## src/rtl/gpio_mux_pkg.sv

```systemverilog
package gpio_mux_pkg;
    localparam int BUS_DW = 32;

    // Word indices of the register map
    localparam logic [2:0] W_PIN_LVL  = 3'd0;
    localparam logic [2:0] W_WR_MASK  = 3'd1;
    localparam logic [2:0] W_OUT_DATA = 3'd2;
    localparam logic [2:0] W_MODE_LO  = 3'd3;
    localparam logic [2:0] W_MODE_HI  = 3'd4;
    localparam logic [2:0] W_ALT_SEL  = 3'd5;
    localparam logic [2:0] W_SPARE    = 3'd6;

    // Per-pin mode codes (only 01 drives the pad)
    localparam logic [1:0] PM_INPUT  = 2'b00;
    localparam logic [1:0] PM_OUTPUT = 2'b01;

    typedef enum logic [0:0] {
        BUS_IDLE = 1'b0,
        BUS_RESP = 1'b1
    } bus_state_t;
endpackage

```

## src/rtl/gpio_in_sync.sv

```systemverilog
module gpio_in_sync #(
    parameter int WIDTH = 32
) (
    input  logic             clk,
    input  logic             rst_n,
    input  logic [WIDTH-1:0] async_in,
    output logic [WIDTH-1:0] sync_out
);
    logic [WIDTH-1:0] stage1_q;
    logic [WIDTH-1:0] stage2_q;

    always_ff @(posedge clk) begin
        if (!rst_n) begin
            stage1_q <= '0;
            stage2_q <= '0;
        end else begin
            stage1_q <= async_in;
            stage2_q <= stage1_q;
        end
    end

    assign sync_out = stage2_q;
endmodule

```

## src/rtl/gpio_bus_fsm.sv

```systemverilog
module gpio_bus_fsm
    import gpio_mux_pkg::*;
(
    input  logic              clk,
    input  logic              rst_n,
    input  logic              bus_req,
    input  logic              bus_we,
    input  logic [BUS_DW-1:0] rd_word,
    output logic              wr_fire,
    output logic              bus_ready,
    output logic              bus_rvalid,
    output logic [BUS_DW-1:0] bus_rdata
);
    bus_state_t state_q, state_d;
    logic [BUS_DW-1:0] rdata_q;
    logic rd_fire;

    assign rd_fire = bus_req && !bus_we && (state_q == BUS_IDLE);

    always_ff @(posedge clk) begin
        if (!rst_n) begin
            state_q <= BUS_IDLE;
            rdata_q <= '0;
        end else begin
            state_q <= state_d;
            if (rd_fire) rdata_q <= rd_word;
        end
    end

    always_comb begin
        state_d = state_q;
        unique case (state_q)
            BUS_IDLE: if (rd_fire) state_d = BUS_RESP;
            BUS_RESP: state_d = BUS_IDLE;
            default:  state_d = BUS_IDLE;
        endcase
    end

    always_comb begin
        wr_fire    = 1'b0;
        bus_ready  = 1'b0;
        bus_rvalid = 1'b0;
        bus_rdata  = '0;
        unique case (state_q)
            BUS_IDLE: begin
                bus_ready = 1'b1;
                wr_fire   = bus_req && bus_we;
            end
            BUS_RESP: begin
                bus_rvalid = 1'b1;
                bus_rdata  = rdata_q;
            end
            default: ;
        endcase
    end
endmodule

```

## src/rtl/gpio_regfile.sv

```systemverilog
module gpio_regfile
    import gpio_mux_pkg::*;
#(
    parameter int NPINS      = 32,
    parameter int MODE_SPLIT = 16
) (
    input  logic                              clk,
    input  logic                              rst_n,
    input  logic                              wr_fire,
    input  logic [2:0]                        addr,
    input  logic [BUS_DW-1:0]                 wdata,
    input  logic [NPINS-1:0]                  pin_lvl,
    output logic [BUS_DW-1:0]                 rd_word,
    output logic [NPINS-1:0]                  mask_q,
    output logic [NPINS-1:0]                  odata_q,
    output logic [2*MODE_SPLIT-1:0]           mode_lo_q,
    output logic [2*(NPINS-MODE_SPLIT)-1:0]   mode_hi_q,
    output logic [NPINS-1:0]                  alt_q
);
    localparam int LO_W = 2 * MODE_SPLIT;
    localparam int HI_W = 2 * (NPINS - MODE_SPLIT);

    logic [BUS_DW-1:0] spare_q;

    always_ff @(posedge clk) begin
        if (!rst_n) begin
            mask_q    <= '0;
            odata_q   <= '0;
            mode_lo_q <= '0;
            mode_hi_q <= '0;
            alt_q     <= '0;
            spare_q   <= '0;
        end else if (wr_fire) begin
            case (addr)
                W_WR_MASK:  mask_q    <= wdata[NPINS-1:0];
                W_OUT_DATA: odata_q   <= (odata_q & ~mask_q) | (wdata[NPINS-1:0] & mask_q);
                W_MODE_LO:  mode_lo_q <= wdata[LO_W-1:0];
                W_MODE_HI:  mode_hi_q <= wdata[HI_W-1:0];
                W_ALT_SEL:  alt_q     <= wdata[NPINS-1:0];
                W_SPARE:    spare_q   <= wdata;
                default: ;
            endcase
        end
    end

    always_comb begin
        rd_word = '0;
        case (addr)
            W_PIN_LVL:  rd_word[NPINS-1:0] = pin_lvl;
            W_WR_MASK:  rd_word[NPINS-1:0] = mask_q;
            W_OUT_DATA: rd_word[NPINS-1:0] = odata_q;
            W_MODE_LO:  rd_word[LO_W-1:0]  = mode_lo_q;
            W_MODE_HI:  rd_word[HI_W-1:0]  = mode_hi_q;
            W_ALT_SEL:  rd_word[NPINS-1:0] = alt_q;
            W_SPARE:    rd_word            = spare_q;
            default:    rd_word            = '0;
        endcase
    end
endmodule

```

## src/rtl/gpio_pad_mux.sv

```systemverilog
module gpio_pad_mux
    import gpio_mux_pkg::*;
#(
    parameter int NPINS      = 32,
    parameter int MODE_SPLIT = 16
) (
    input  logic [NPINS-1:0]                odata_q,
    input  logic [2*MODE_SPLIT-1:0]         mode_lo_q,
    input  logic [2*(NPINS-MODE_SPLIT)-1:0] mode_hi_q,
    input  logic [NPINS-1:0]                alt_q,
    input  logic [NPINS-1:0]                alt_out,
    input  logic [NPINS-1:0]                alt_oe,
    output logic [NPINS-1:0]                pad_out,
    output logic [NPINS-1:0]                pad_oe
);
    for (genvar p = 0; p < NPINS; p++) begin : g_pin
        logic [1:0] mode;
        if (p < MODE_SPLIT) begin : g_lo
            assign mode = mode_lo_q[2*p +: 2];
        end else begin : g_hi
            assign mode = mode_hi_q[2*(p-MODE_SPLIT) +: 2];
        end
        assign pad_oe[p]  = alt_q[p] ? alt_oe[p]  : (mode == PM_OUTPUT);
        assign pad_out[p] = alt_q[p] ? alt_out[p] : odata_q[p];
    end
endmodule

```

## src/rtl/gpio_mux_ctrl.sv

```systemverilog
module gpio_mux_ctrl
    import gpio_mux_pkg::*;
#(
    parameter int NPINS      = 32,
    parameter int MODE_SPLIT = 16
) (
    input  logic              clk,
    input  logic              rst_n,
    input  logic              bus_req,
    input  logic              bus_we,
    input  logic [2:0]        bus_addr,
    input  logic [BUS_DW-1:0] bus_wdata,
    output logic              bus_ready,
    output logic              bus_rvalid,
    output logic [BUS_DW-1:0] bus_rdata,
    input  logic [NPINS-1:0]  pad_in,
    output logic [NPINS-1:0]  pad_out,
    output logic [NPINS-1:0]  pad_oe,
    input  logic [NPINS-1:0]  alt_out,
    input  logic [NPINS-1:0]  alt_oe,
    output logic [NPINS-1:0]  alt_in
);
    logic                            wr_fire;
    logic [BUS_DW-1:0]               rd_word;
    logic [NPINS-1:0]                pin_lvl;
    logic [NPINS-1:0]                mask_q;
    logic [NPINS-1:0]                odata_q;
    logic [2*MODE_SPLIT-1:0]         mode_lo_q;
    logic [2*(NPINS-MODE_SPLIT)-1:0] mode_hi_q;
    logic [NPINS-1:0]                alt_q;

    gpio_in_sync #(.WIDTH(NPINS)) u_sync (
        .clk(clk), .rst_n(rst_n), .async_in(pad_in), .sync_out(pin_lvl)
    );

    gpio_bus_fsm u_fsm (
        .clk(clk), .rst_n(rst_n), .bus_req(bus_req), .bus_we(bus_we),
        .rd_word(rd_word), .wr_fire(wr_fire), .bus_ready(bus_ready),
        .bus_rvalid(bus_rvalid), .bus_rdata(bus_rdata)
    );

    gpio_regfile #(.NPINS(NPINS), .MODE_SPLIT(MODE_SPLIT)) u_regs (
        .clk(clk), .rst_n(rst_n), .wr_fire(wr_fire), .addr(bus_addr),
        .wdata(bus_wdata), .pin_lvl(pin_lvl), .rd_word(rd_word),
        .mask_q(mask_q), .odata_q(odata_q), .mode_lo_q(mode_lo_q),
        .mode_hi_q(mode_hi_q), .alt_q(alt_q)
    );

    gpio_pad_mux #(.NPINS(NPINS), .MODE_SPLIT(MODE_SPLIT)) u_mux (
        .odata_q(odata_q), .mode_lo_q(mode_lo_q), .mode_hi_q(mode_hi_q),
        .alt_q(alt_q), .alt_out(alt_out), .alt_oe(alt_oe),
        .pad_out(pad_out), .pad_oe(pad_oe)
    );

    assign alt_in = pin_lvl;
endmodule

```

## config.mk

```make
export PLATFORM = sky130hd
export DESIGN_NAME = gpio_mux_ctrl
export DESIGN_NICKNAME = d
export VERILOG_FILES = /design/src/rtl/gpio_mux_pkg.sv /design/src/rtl/gpio_in_sync.sv /design/src/rtl/gpio_bus_fsm.sv /design/src/rtl/gpio_regfile.sv /design/src/rtl/gpio_pad_mux.sv /design/src/rtl/gpio_mux_ctrl.sv
export SDC_FILE = /design/constraint.sdc
export NUM_CORES = 1
export LEC_CHECK = 0
export BUFFER_PORTS_ARGS = -buffer_cell sky130_fd_sc_hd__buf_4
export CAP_MARGIN = 20
export CORE_ASPECT_RATIO = 2
export CORE_MARGIN = 8
export CORE_UTILIZATION = 49
export CTS_BUF_LIST = sky130_fd_sc_hd__clkbuf_2 sky130_fd_sc_hd__clkbuf_4 sky130_fd_sc_hd__clkbuf_8
export DETAILED_ROUTE_END_ITERATION = 10
export PLACE_DENSITY = 0.85
export SYNTH_ARGS = -nofsm -noshare
export SYNTH_HDL_FRONTEND = slang
export SYNTH_SLANG_ARGS = --single-unit
```

## constraint.sdc

```tcl
create_clock -name clk -period 1.4 [get_ports clk]
set_input_delay 0.07 -clock clk [delete_from_list [all_inputs] [get_ports clk]]
set_output_delay 0.07 -clock clk [all_outputs]
set_load 0.05 [all_outputs]
```

==> results of run 1 <==
[cells in the mapped netlist, types with 2 or more instances]
cell	instances	share of area, %
and2_1	96	4.7
a22oi_1	16	0.93
a22o_1	10	0.68
a21boi_0	55	3.2
o211ai_1	31	1.8
dfxtp_1	289	45
a32o_1	23	1.8
mux4_2	23	4.0
clkbuf_1	60	1.7
buf_4	7	0.41
mux2i_1	24	1.9
nand3b_1	9	0.52
o21ai_0	63	2.4
buf_6	5	0.44
a21boi_1	105	6.1
inv_1	2	0.058
buf_2	32	1.2
or2_0	23	1.1
nor2b_1	5	0.24
nor2_1	2	0.058
nor3b_1	2	0.12
and3b_1	2	0.14
nand2_1	408	12
mux2_2	50	4.4
nand3_1	65	2.5
buf_1	7	0.20
nand2b_1	34	1.7
[cell families after synthesis]
| logic type | share of synthesized area (%) |
|---|---|
| muxes | 10.26 |
| and+or+nand+nor | 23.51 |
| AOI/OAI and AO/OA | 17.19 |
| buffers and inverters | 4.101 |
| DFF | 44.94 |
[what timing repair did]
| action | CTS |
|---|---|
| endpoints found under the setup margin | 289 |
| gates resized for setup | 432 |
| endpoints found under the hold margin | 226 |
| gates cloned | 11 |
| buffers inserted | 43 |
| hold buffers | 66 |
| pin swaps | 56 |
[layer usage]
layer,GRT overflow,global-route usage [%]
met1,0,51.76
met2,4,75.03
met3,0,34.50
met4,6,52.63
met5,0,4.078
[metrics by stage]
step / setup WS (ps) / util (%) / instance area [um2] / setup TNS [ps]
4_1_cts: -190.4 / 74.91 / 19530 / -27780
3_5_place_dp: -178.5 / 60.84 / 15860 / -18280
3_3_place_gp: -134.9 / 60.84 / 15860 / -11400
2_1_floorplan: -72.56 / - / 12970 / -2160
==> results by group, run 1 <==
STA
  • GRT worst endpoint: u_regs.alt_q[0]$_SDFFE_PN0P_/D
  • Kind of the worst endpoint: sequential cell input

Global routing
  • Largest net degree at the start of global routing: 165
  • Remaining global-route overflow: 10
  • Gr usage total: 53.86%

Run status
  • Fail Step: global routing
  • Tool error: [ERROR GRT-0232] Routing congestion too high. Check the congestion heatmap in the GUI.
  • Status: did not finish

Logic synthesis
  • Post-synthesis sequential area ratio: 44.94%
  • Mean Syn Cell Area: 8.837 um2
  • Number of synthesized flops with an enable pin: 0
  • Syn nets: 1592
  • Ys Warns: 0
  • Synth cell types: 36
  • Async S/R FF share, synth: 0%
  • Top FF cell, synth: dfxtp_1
  • Synth Register Bits: 289
  • Syn Inst Count: 1457
  • Synth Cell Area: 12870 um2

Placement
  • # placed instances: 2053
  • DP HPWL: 29650 um
  • RD Place Congestion: 0.8385
  • Port bufs: 264

Clock network
  • Cts bufs inserted: 43
  • Clk buf depth: 3
  • Clock sinks: 289
  • H-Tree Depth: 2
  • Clock Tree Root: clkbuf_8

Floorplan
  • Initial core utilization: 49.40%
  • Rows: 84
  • IO Count: 265
  • Die width: 130.6 um
  • Height of the die: 245.2 um
==> run 2: changes to the inputs <==
--- a/config.mk
+++ b/config.mk
@@ -7,12 +7,10 @@
 export LEC_CHECK = 0
 export BUFFER_PORTS_ARGS = -buffer_cell sky130_fd_sc_hd__buf_4
 export CAP_MARGIN = 20
-export CORE_ASPECT_RATIO = 2
 export CORE_MARGIN = 8
-export CORE_UTILIZATION = 49
-export CTS_BUF_LIST = sky130_fd_sc_hd__clkbuf_2 sky130_fd_sc_hd__clkbuf_4 sky130_fd_sc_hd__clkbuf_8
+export CORE_UTILIZATION = 34
 export DETAILED_ROUTE_END_ITERATION = 10
-export PLACE_DENSITY = 0.85
+export PLACE_DENSITY_LB_ADDON = 0.15
 export SYNTH_ARGS = -nofsm -noshare
 export SYNTH_HDL_FRONTEND = slang
 export SYNTH_SLANG_ARGS = --single-unit
==> constraint.sdc (replaced) <==
create_clock -name clk -period 1.82 [get_ports clk]
set_input_delay 0.091 -clock clk [delete_from_list [all_inputs] [get_ports clk]]
set_output_delay 0.091 -clock clk [all_outputs]
set_load 0.05 [all_outputs]
==> run 2 against run 1 <==
Effect of this change: the flow now finishes without violations; synthesized area unchanged; synthesized cell count is the same.
==> results by group, run 2 <==
Logic synthesis
  • Synth Register Bits: 289 (unchanged)
  • Most instantiated library cell after synthesis: nand2_1 (unchanged)
  • Synth Area in Compound Gates: 17.19% (unchanged)
  • Synth Cell Area: 12870 um2 (unchanged)
  • Synth cell types: 36 (unchanged)
  • Top FF cell, synth: dfxtp_1 (unchanged)
  • Multiplexer share of the synthesized area: 10.26% (unchanged)
  • Adder-cell area share of the yosys netlist: 0% (unchanged)
  • Synth cell count leaders: nand2_1, dfxtp_1, a21boi_1 (unchanged)
  • Ys Warns: 0 (unchanged)
  • Post-synth top area cell: dfxtp_1 (unchanged)
  • Post-synthesis sequential area ratio: 44.94% (unchanged)
  • Post-Synth XOR/XNOR Area: 0% (unchanged)
  • Largest family of logic cells by synthesized area: simple AND/OR/NAND/NOR gates (unchanged)
  • Syn nets: 1592 (unchanged)
  • Syn Inst Count: 1457 (unchanged)
  • Number of synthesized flops with an enable pin: 0 (unchanged)
  • Top post-synthesis cells by area: dfxtp_1, nand2_1, a21boi_1, and2_1, mux2_2 (unchanged)
  • Area share of the largest cell type after synthesis: 44.94% (unchanged)
  • Mean Syn Cell Area: 8.837 um2 (unchanged)
  • Async S/R FF share, synth: 0% (unchanged)
  • Synth Area in Simple Gates: 23.51% (unchanged)

STA
  • Worst slew margin: 35.20%
  • Fin crit share: 95.81%
  • Slew Limit Fails: 0
  • Maximum clock rate: 573.5 MHz
  • Worst-Margin Slew: 972.0 ps
  • Setup TNS: 0 ps
  • Final setup violation count: 0
  • Unrepaired setup endpoints after global routing: no
  • Period minus WS final: 1744 ps
  • Worst Skew: 17.28 ps
  • Final hold vios: 0

Placement
  • RD Place Congestion: 0.8027 (was 0.8385)
  • DP HPWL: 33020 um (was 29650 um)
  • Port bufs: 264 (unchanged)
  • # placed instances: 2176 (was 2053)

Floorplan
  • IO Count: 265 (unchanged)
  • Height of the die: 210.6 um (was 245.2 um)
  • Die area: 44350 um2
  • Initial core utilization: 34.34% (was 49.40%)
  • Die width: 210.6 um (was 130.6 um)
  • Rows: 71 (was 84)
  • Core ar.: 37490 um2

Setup path
  • Setup crit start kind: register
  • WP data required: 1730 ps
  • Kind of critical path: register to output pin
  • CP arrival: 1650 ps
  • CP max FO: 5
  • Critical Path End Type: output pin

Layout
  • Fillers: 3726
  • Util after Layout: 46.62%
  • Most common cell after layout, fill and taps aside: nand2_1
  • Fin nets: 1903
  • Finished Layout Cells: 2302
  • Antenna Diode Count: 0
  • Syn-to-layout area delta: 35.74%
  • Commonest non-fill, non-tap cells in the layout: nand2_1, buf_4, dfxtp_1, a21boi_1, and2_1
  • Layout cells sized above 1: 25.91%

Clock network
  • Cts bufs inserted: 36 (was 43)
  • Clock sinks: 289 (unchanged)
  • # Post-CTS Setup Buffers: 0 (was 43)
  • Clk buf depth: 3 (unchanged)
  • CTS tree: done
  • H-Tree Depth: 2 (unchanged)
  • Clock Tree Root: clkbuf_16 (was clkbuf_8)
  • Skew-Pair Late Insertion Delay: 510 ps
  • Clock transition at the registers of the reported paths: 60 ps

Global routing
  • Largest net degree at the start of global routing: 182
  • Remaining global-route overflow: 0
  • Antenna violations before repair: 1
  • Gr usage total: 20.84%
  • Vias in the first global route: 11449
  • First-pass GRT wire length: 71370 um

Power
  • Leak: 6.738 nW
  • Sw Share: 23.94%
  • P_sw: 0.003605 W
  • Worst VDD drop: 0.5386 mV
  • Overall Power: 0.01506 W
  • Internal Power: 0.01145 W
  • Clk network pwr share: 46.8%
  • Reg power frac: 43.4%
  • Combinational power share: 9.7%
  • Pwr dens: 861.5 nW/um2

Drt
  • Routed length per instance: 20.92 um
  • Drt drc: 0
  • Detailed Route Iter0 Violations: 818
  • Number of nets still failing antenna checks after routing: 0
  • Via count: 11501
  • Drt first pass iters: 7
  • Routed WL: 48160 um
  • Via/cell ratio: 4.996

Min path
  • Worst hold-check path type: input port to register

Run status
  • Status: finished, final reports clean (was did not finish)

Run
  • Max-cap violation count: 0
-- run 2: timing repair --
item / CTS / global route
hold buffers: 64 / 0
gates resized for setup: 0 / 0
hold endpoints to repair: 224 / 0
-- run 2: per-stage QoR --
stage,worst slack (ps),hold WS [ps],area (um2)
final,76.24,85.55,17480
after floorplan,22.64,218.3,12870
after CTS,45.95,64.29,17460
after global placement,155.3,298.8,15640
after global routing,6.361,86.90,17480
after detailed placement,124.3,301.3,15640
-- run 2: power groups by stage --
stage | clock network, W | logic, W | registers, W
finish | 0.00705 | 0.00147 | 0.00654
global placement | 0 | 0.00133 | 0.00668
CTS | 0.00720 | 0.00147 | 0.00654
detailed placement | 0 | 0.00135 | 0.00668
floorplan | 0 | 0.000613 | 0.00674
global route | 0.00746 | 0.00156 | 0.00655
-- run 2: final cells by class --
cell class / count / area (um2) / share of cell area, %
clock buffer: 55 / 1114 / 6.372
clock inverter: 6 / 58.81 / 0.3365
inverter: 2 / 7.507 / 0.04296
sequential: 289 / 5787 / 33.11
multi-input combinational: 1055 / 6611 / 37.83
tap: 511 / 639.4 / 3.658
timing repair buffer: 384 / 3259 / 18.65
-- run 2: cells by family after synthesis --
family / count (synthesis)
DFF: 289
muxes: 97
and+or+nand+nor: 652
AOI/OAI and AO/OA: 306
buffers and inverters: 113
-- run 2: per-layer routing --
| layer | up-vias | GRT usage, % | wire (um) | share of wire (%) |
|---|---|---|---|---|
| met5 | - | 0 | 8 | 0.017 |
| met4 | 2 | 5.188 | 955 | 2.0 |
| met3 | 53 | 4.307 | 2978 | 6.2 |
| met2 | 318 | 33.66 | 22010 | 46 |
| met1 | 5531 | 28.16 | 22200 | 46 |
| li1 | 5597 | - | - | - |
-- run 2: final timing paths --
kind	startpoint	to	slack (ps)	depth (start not counted)
setup / recovery	u_regs.alt_q[7]	pad_out[7]	80	2
hold / removal	rst_n	u_fsm.state_q	90	4
setup reg to reg	u_fsm.state_q	u_regs.mode_hi_q[19]	210	6
hold reg to reg	u_sync.stage1_q[4]	u_sync.sync_out[4]	430	1
-- run 2: critical path, stage by stage, from the launching register on --
cell,delay [ps]
dfxtp_1,540
mux2_2,410
buf_4,200
Power figures use the tool's default switching activity.
==> run 3: changes to the inputs <==
--- a/config.mk
+++ b/config.mk
@@ -7,7 +7,8 @@
 export LEC_CHECK = 0
 export BUFFER_PORTS_ARGS = -buffer_cell sky130_fd_sc_hd__buf_4
 export CAP_MARGIN = 20
-export CORE_MARGIN = 8
+export CORE_ASPECT_RATIO = 1.75
+export CORE_MARGIN = 3
 export CORE_UTILIZATION = 34
 export DETAILED_ROUTE_END_ITERATION = 10
 export PLACE_DENSITY_LB_ADDON = 0.15
==> run 3 against run 2 <==
Effect of this change: design area decreased by 0.61%; cell count shrank 1.6%; sequential cell count stayed put; sequential share of layout area up 0.20 points; clock power fell by 3.5%; first-iteration DRC count fell by 21%; combinational power about the same; clock-buffer cell count fell by 13; critical endpoint is now pad_out[14].
==> results by group, run 3 (same netlist as run 2, synthesis figures left out) <==
Run status
  • Status: finished, final reports clean (unchanged)

Clock network
  • Clk buf depth: 3 (unchanged)
  • Clock sinks: 289 (unchanged)
  • H-Tree Depth: 1 (was 2)
  • Cts bufs inserted: 29 (was 36)
  • Clock Tree Root: clkbuf_16 (unchanged)
  • Clock transition at the registers of the reported paths: 60 ps (about the same)
  • Skew-Pair Late Insertion Delay: 570 ps (was 510 ps)
  • CTS tree: done (unchanged)
  • # Post-CTS Setup Buffers: 0 (unchanged)

Floorplan
  • Initial core utilization: 34.69% (was 34.34%)
  • Core ar.: 37120 um2 (was 37490 um2)
  • Rows: 93 (was 71)
  • Height of the die: 263.4 um (was 210.6 um)
  • IO Count: 265 (unchanged)
  • Die width: 153.1 um (was 210.6 um)
  • Die area: 40330 um2 (was 44350 um2)

STA
  • Worst-Margin Slew: 1148 ps (was 972.0 ps)
  • Final hold vios: 0 (unchanged)
  • Unrepaired setup endpoints after global routing: no (unchanged)
  • Worst Skew: 14.01 ps (was 17.28 ps)
  • Slew Limit Fails: 0 (unchanged)
  • Fin crit share: 97.26% (was 95.81%)
  • Final setup violation count: 0 (unchanged)
  • Period minus WS final: 1770 ps (was 1744 ps)
  • Maximum clock rate: 565.0 MHz (was 573.5 MHz)
  • Setup TNS: 0 ps (unchanged)
  • Worst slew margin: 23.33% (was 35.20%)

Drt
  • Detailed Route Iter0 Violations: 644 (was 818)
  • Routed WL: 47830 um (was 48160 um)
  • Drt drc: 0 (unchanged)
  • Via/cell ratio: 5.141 (was 4.996)
  • Number of nets still failing antenna checks after routing: 0 (unchanged)
  • Via count: 11645 (was 11501)
  • Routed length per instance: 21.11 um (was 20.92 um)
  • Drt first pass iters: 5 (was 7)

Layout
  • Fin nets: 1900 (was 1903)
  • Area occupied by multi-input gates: 6611 um2 (unchanged)
  • Register area: 5787 um2 (unchanged)
  • Fillers: 3616 (was 3726)
  • Util after Layout: 46.80% (was 46.62%)
  • Syn-to-layout area delta: 34.92% (was 35.74%)
  • Most common cell after layout, fill and taps aside: nand2_1 (unchanged)
  • Finished Layout Cells: 2265 (was 2302)
  • Layout cells sized above 1: 25.84% (was 25.91%)
  • Commonest non-fill, non-tap cells in the layout: nand2_1, buf_4, dfxtp_1, a21boi_1, and2_1 (unchanged)

Global routing
  • Vias in the first global route: 11784 (was 11449)
  • Antenna violations before repair: 2 (was 1)
  • Gr usage total: 22.83% (was 20.84%)
  • First-pass GRT wire length: 71670 um (was 71370 um)
  • Largest net degree at the start of global routing: 152 (was 182)
  • Remaining global-route overflow: 0 (unchanged)

Min path
  • Worst hold-check path type: input port to register (unchanged)

Power
  • Sw Share: 23.99% (was 23.94%)
  • Pwr dens: 852.1 nW/um2 (was 861.5 nW/um2)
  • Worst VDD drop: 0.6533 mV (was 0.5386 mV)
  • Reg power frac: 44.2% (was 43.4%)
  • Clk network pwr share: 46.0% (was 46.8%)
  • Internal Power: 0.01125 W (was 0.01145 W)
  • P_sw: 0.003550 W (was 0.003605 W)
  • Leak: 6.711 nW (was 6.738 nW)
  • Combinational power share: 9.9% (was 9.7%)

Placement
  • Port bufs: 264 (unchanged)
  • DP HPWL: 33240 um (was 33020 um)
  • # placed instances: 2144 (was 2176)
  • RD Place Congestion: 0.8462 (was 0.8027)

Setup path
  • CP arrival: 1680 ps (was 1650 ps)
  • Setup crit start kind: register (unchanged)
  • Kind of critical path: register to output pin (unchanged)
  • CP max FO: 5 (unchanged)
  • Critical Path End Type: output pin (unchanged)
  • WP data required: 1730 ps (about the same)

Run
  • Max-cap violation count: 0 (unchanged)
==> run 3: cell types whose count changed in the layout (fill, tap and decap cells not counted), sizes merged <==
cell and delta:
buf +3, bufinv +5, inv +1, diode +2
dlygate4sd3 +1, clkbuf -13
==> run 3: per-stage QoR <==
step	hold WS, ps	setup slack, ps	instance area, um2	power, W
3_3_place_gp	298.8	175.1	15630	0.008013
2_1_floorplan	218.3	22.64	12870	0.007355
5_1_grt	78.47	10.86	17370	0.01527
6_report	63.64	49.94	17370	0.01480
3_5_place_dp	302.1	150.0	15630	0.008031
4_1_cts	52.26	14.55	17360	0.01493
==> run 3: worst max-delay path, cell delays in order, from the launching register on <==
cell and delay [ps]:
dfxtp_1 490, mux2_2 410, buf_4 200
==> run 3: final timing paths <==
path	endpoint	depth (start not counted)	slack, ps	start
setup / recovery	pad_out[14]	2	50	u_regs.alt_q[14]
hold / removal	u_fsm.rdata_q[15]	3	60	bus_addr[1]
setup reg to reg	u_fsm.rdata_q[25]	3	100	u_fsm.state_q
hold reg to reg	u_sync.sync_out[9]	1	430	u_sync.stage1_q[9]
==> run 3: area by class of cell <==
cell class	count	area share, %
inverters	2	0.04322
well taps	475	3.421
clock inverters	12	1.232
diodes	2	0.02881
clock buffers	42	4.977
multi-input cells	1055	38.06
flip-flops and latches	289	33.31
repair buffers	388	18.92
==> run 3: timing repair <==
| action | 4_1_cts | 5_1_grt |
|---|---|---|
| hold buffers | 65 | 0 |
| gates resized for setup | 1 | 1 |
| gates cloned | 0 | 0 |
| hold endpoints to repair | 224 | 0 |
| setup endpoints to repair | 3 | 1 |
==> run 3: power groups by stage <==
stage	clock network (W)	logic (W)	registers, W
finish	0.00680	0.00146	0.00654
global route	0.00717	0.00156	0.00655
CTS	0.00692	0.00147	0.00654
detailed placement	0	0.00135	0.00668
global placement	0	0.00133	0.00668
floorplan	0	0.000613	0.00674
==> run 3: per-layer routing <==
layer  wire (um)  vias up  track usage [%]
li1            -     5574                -
met1       18250     5595            26.30
met2       25190      390            42.13
met3        2350       86            2.747
met4        2042        0            9.689
met5           0        -                0
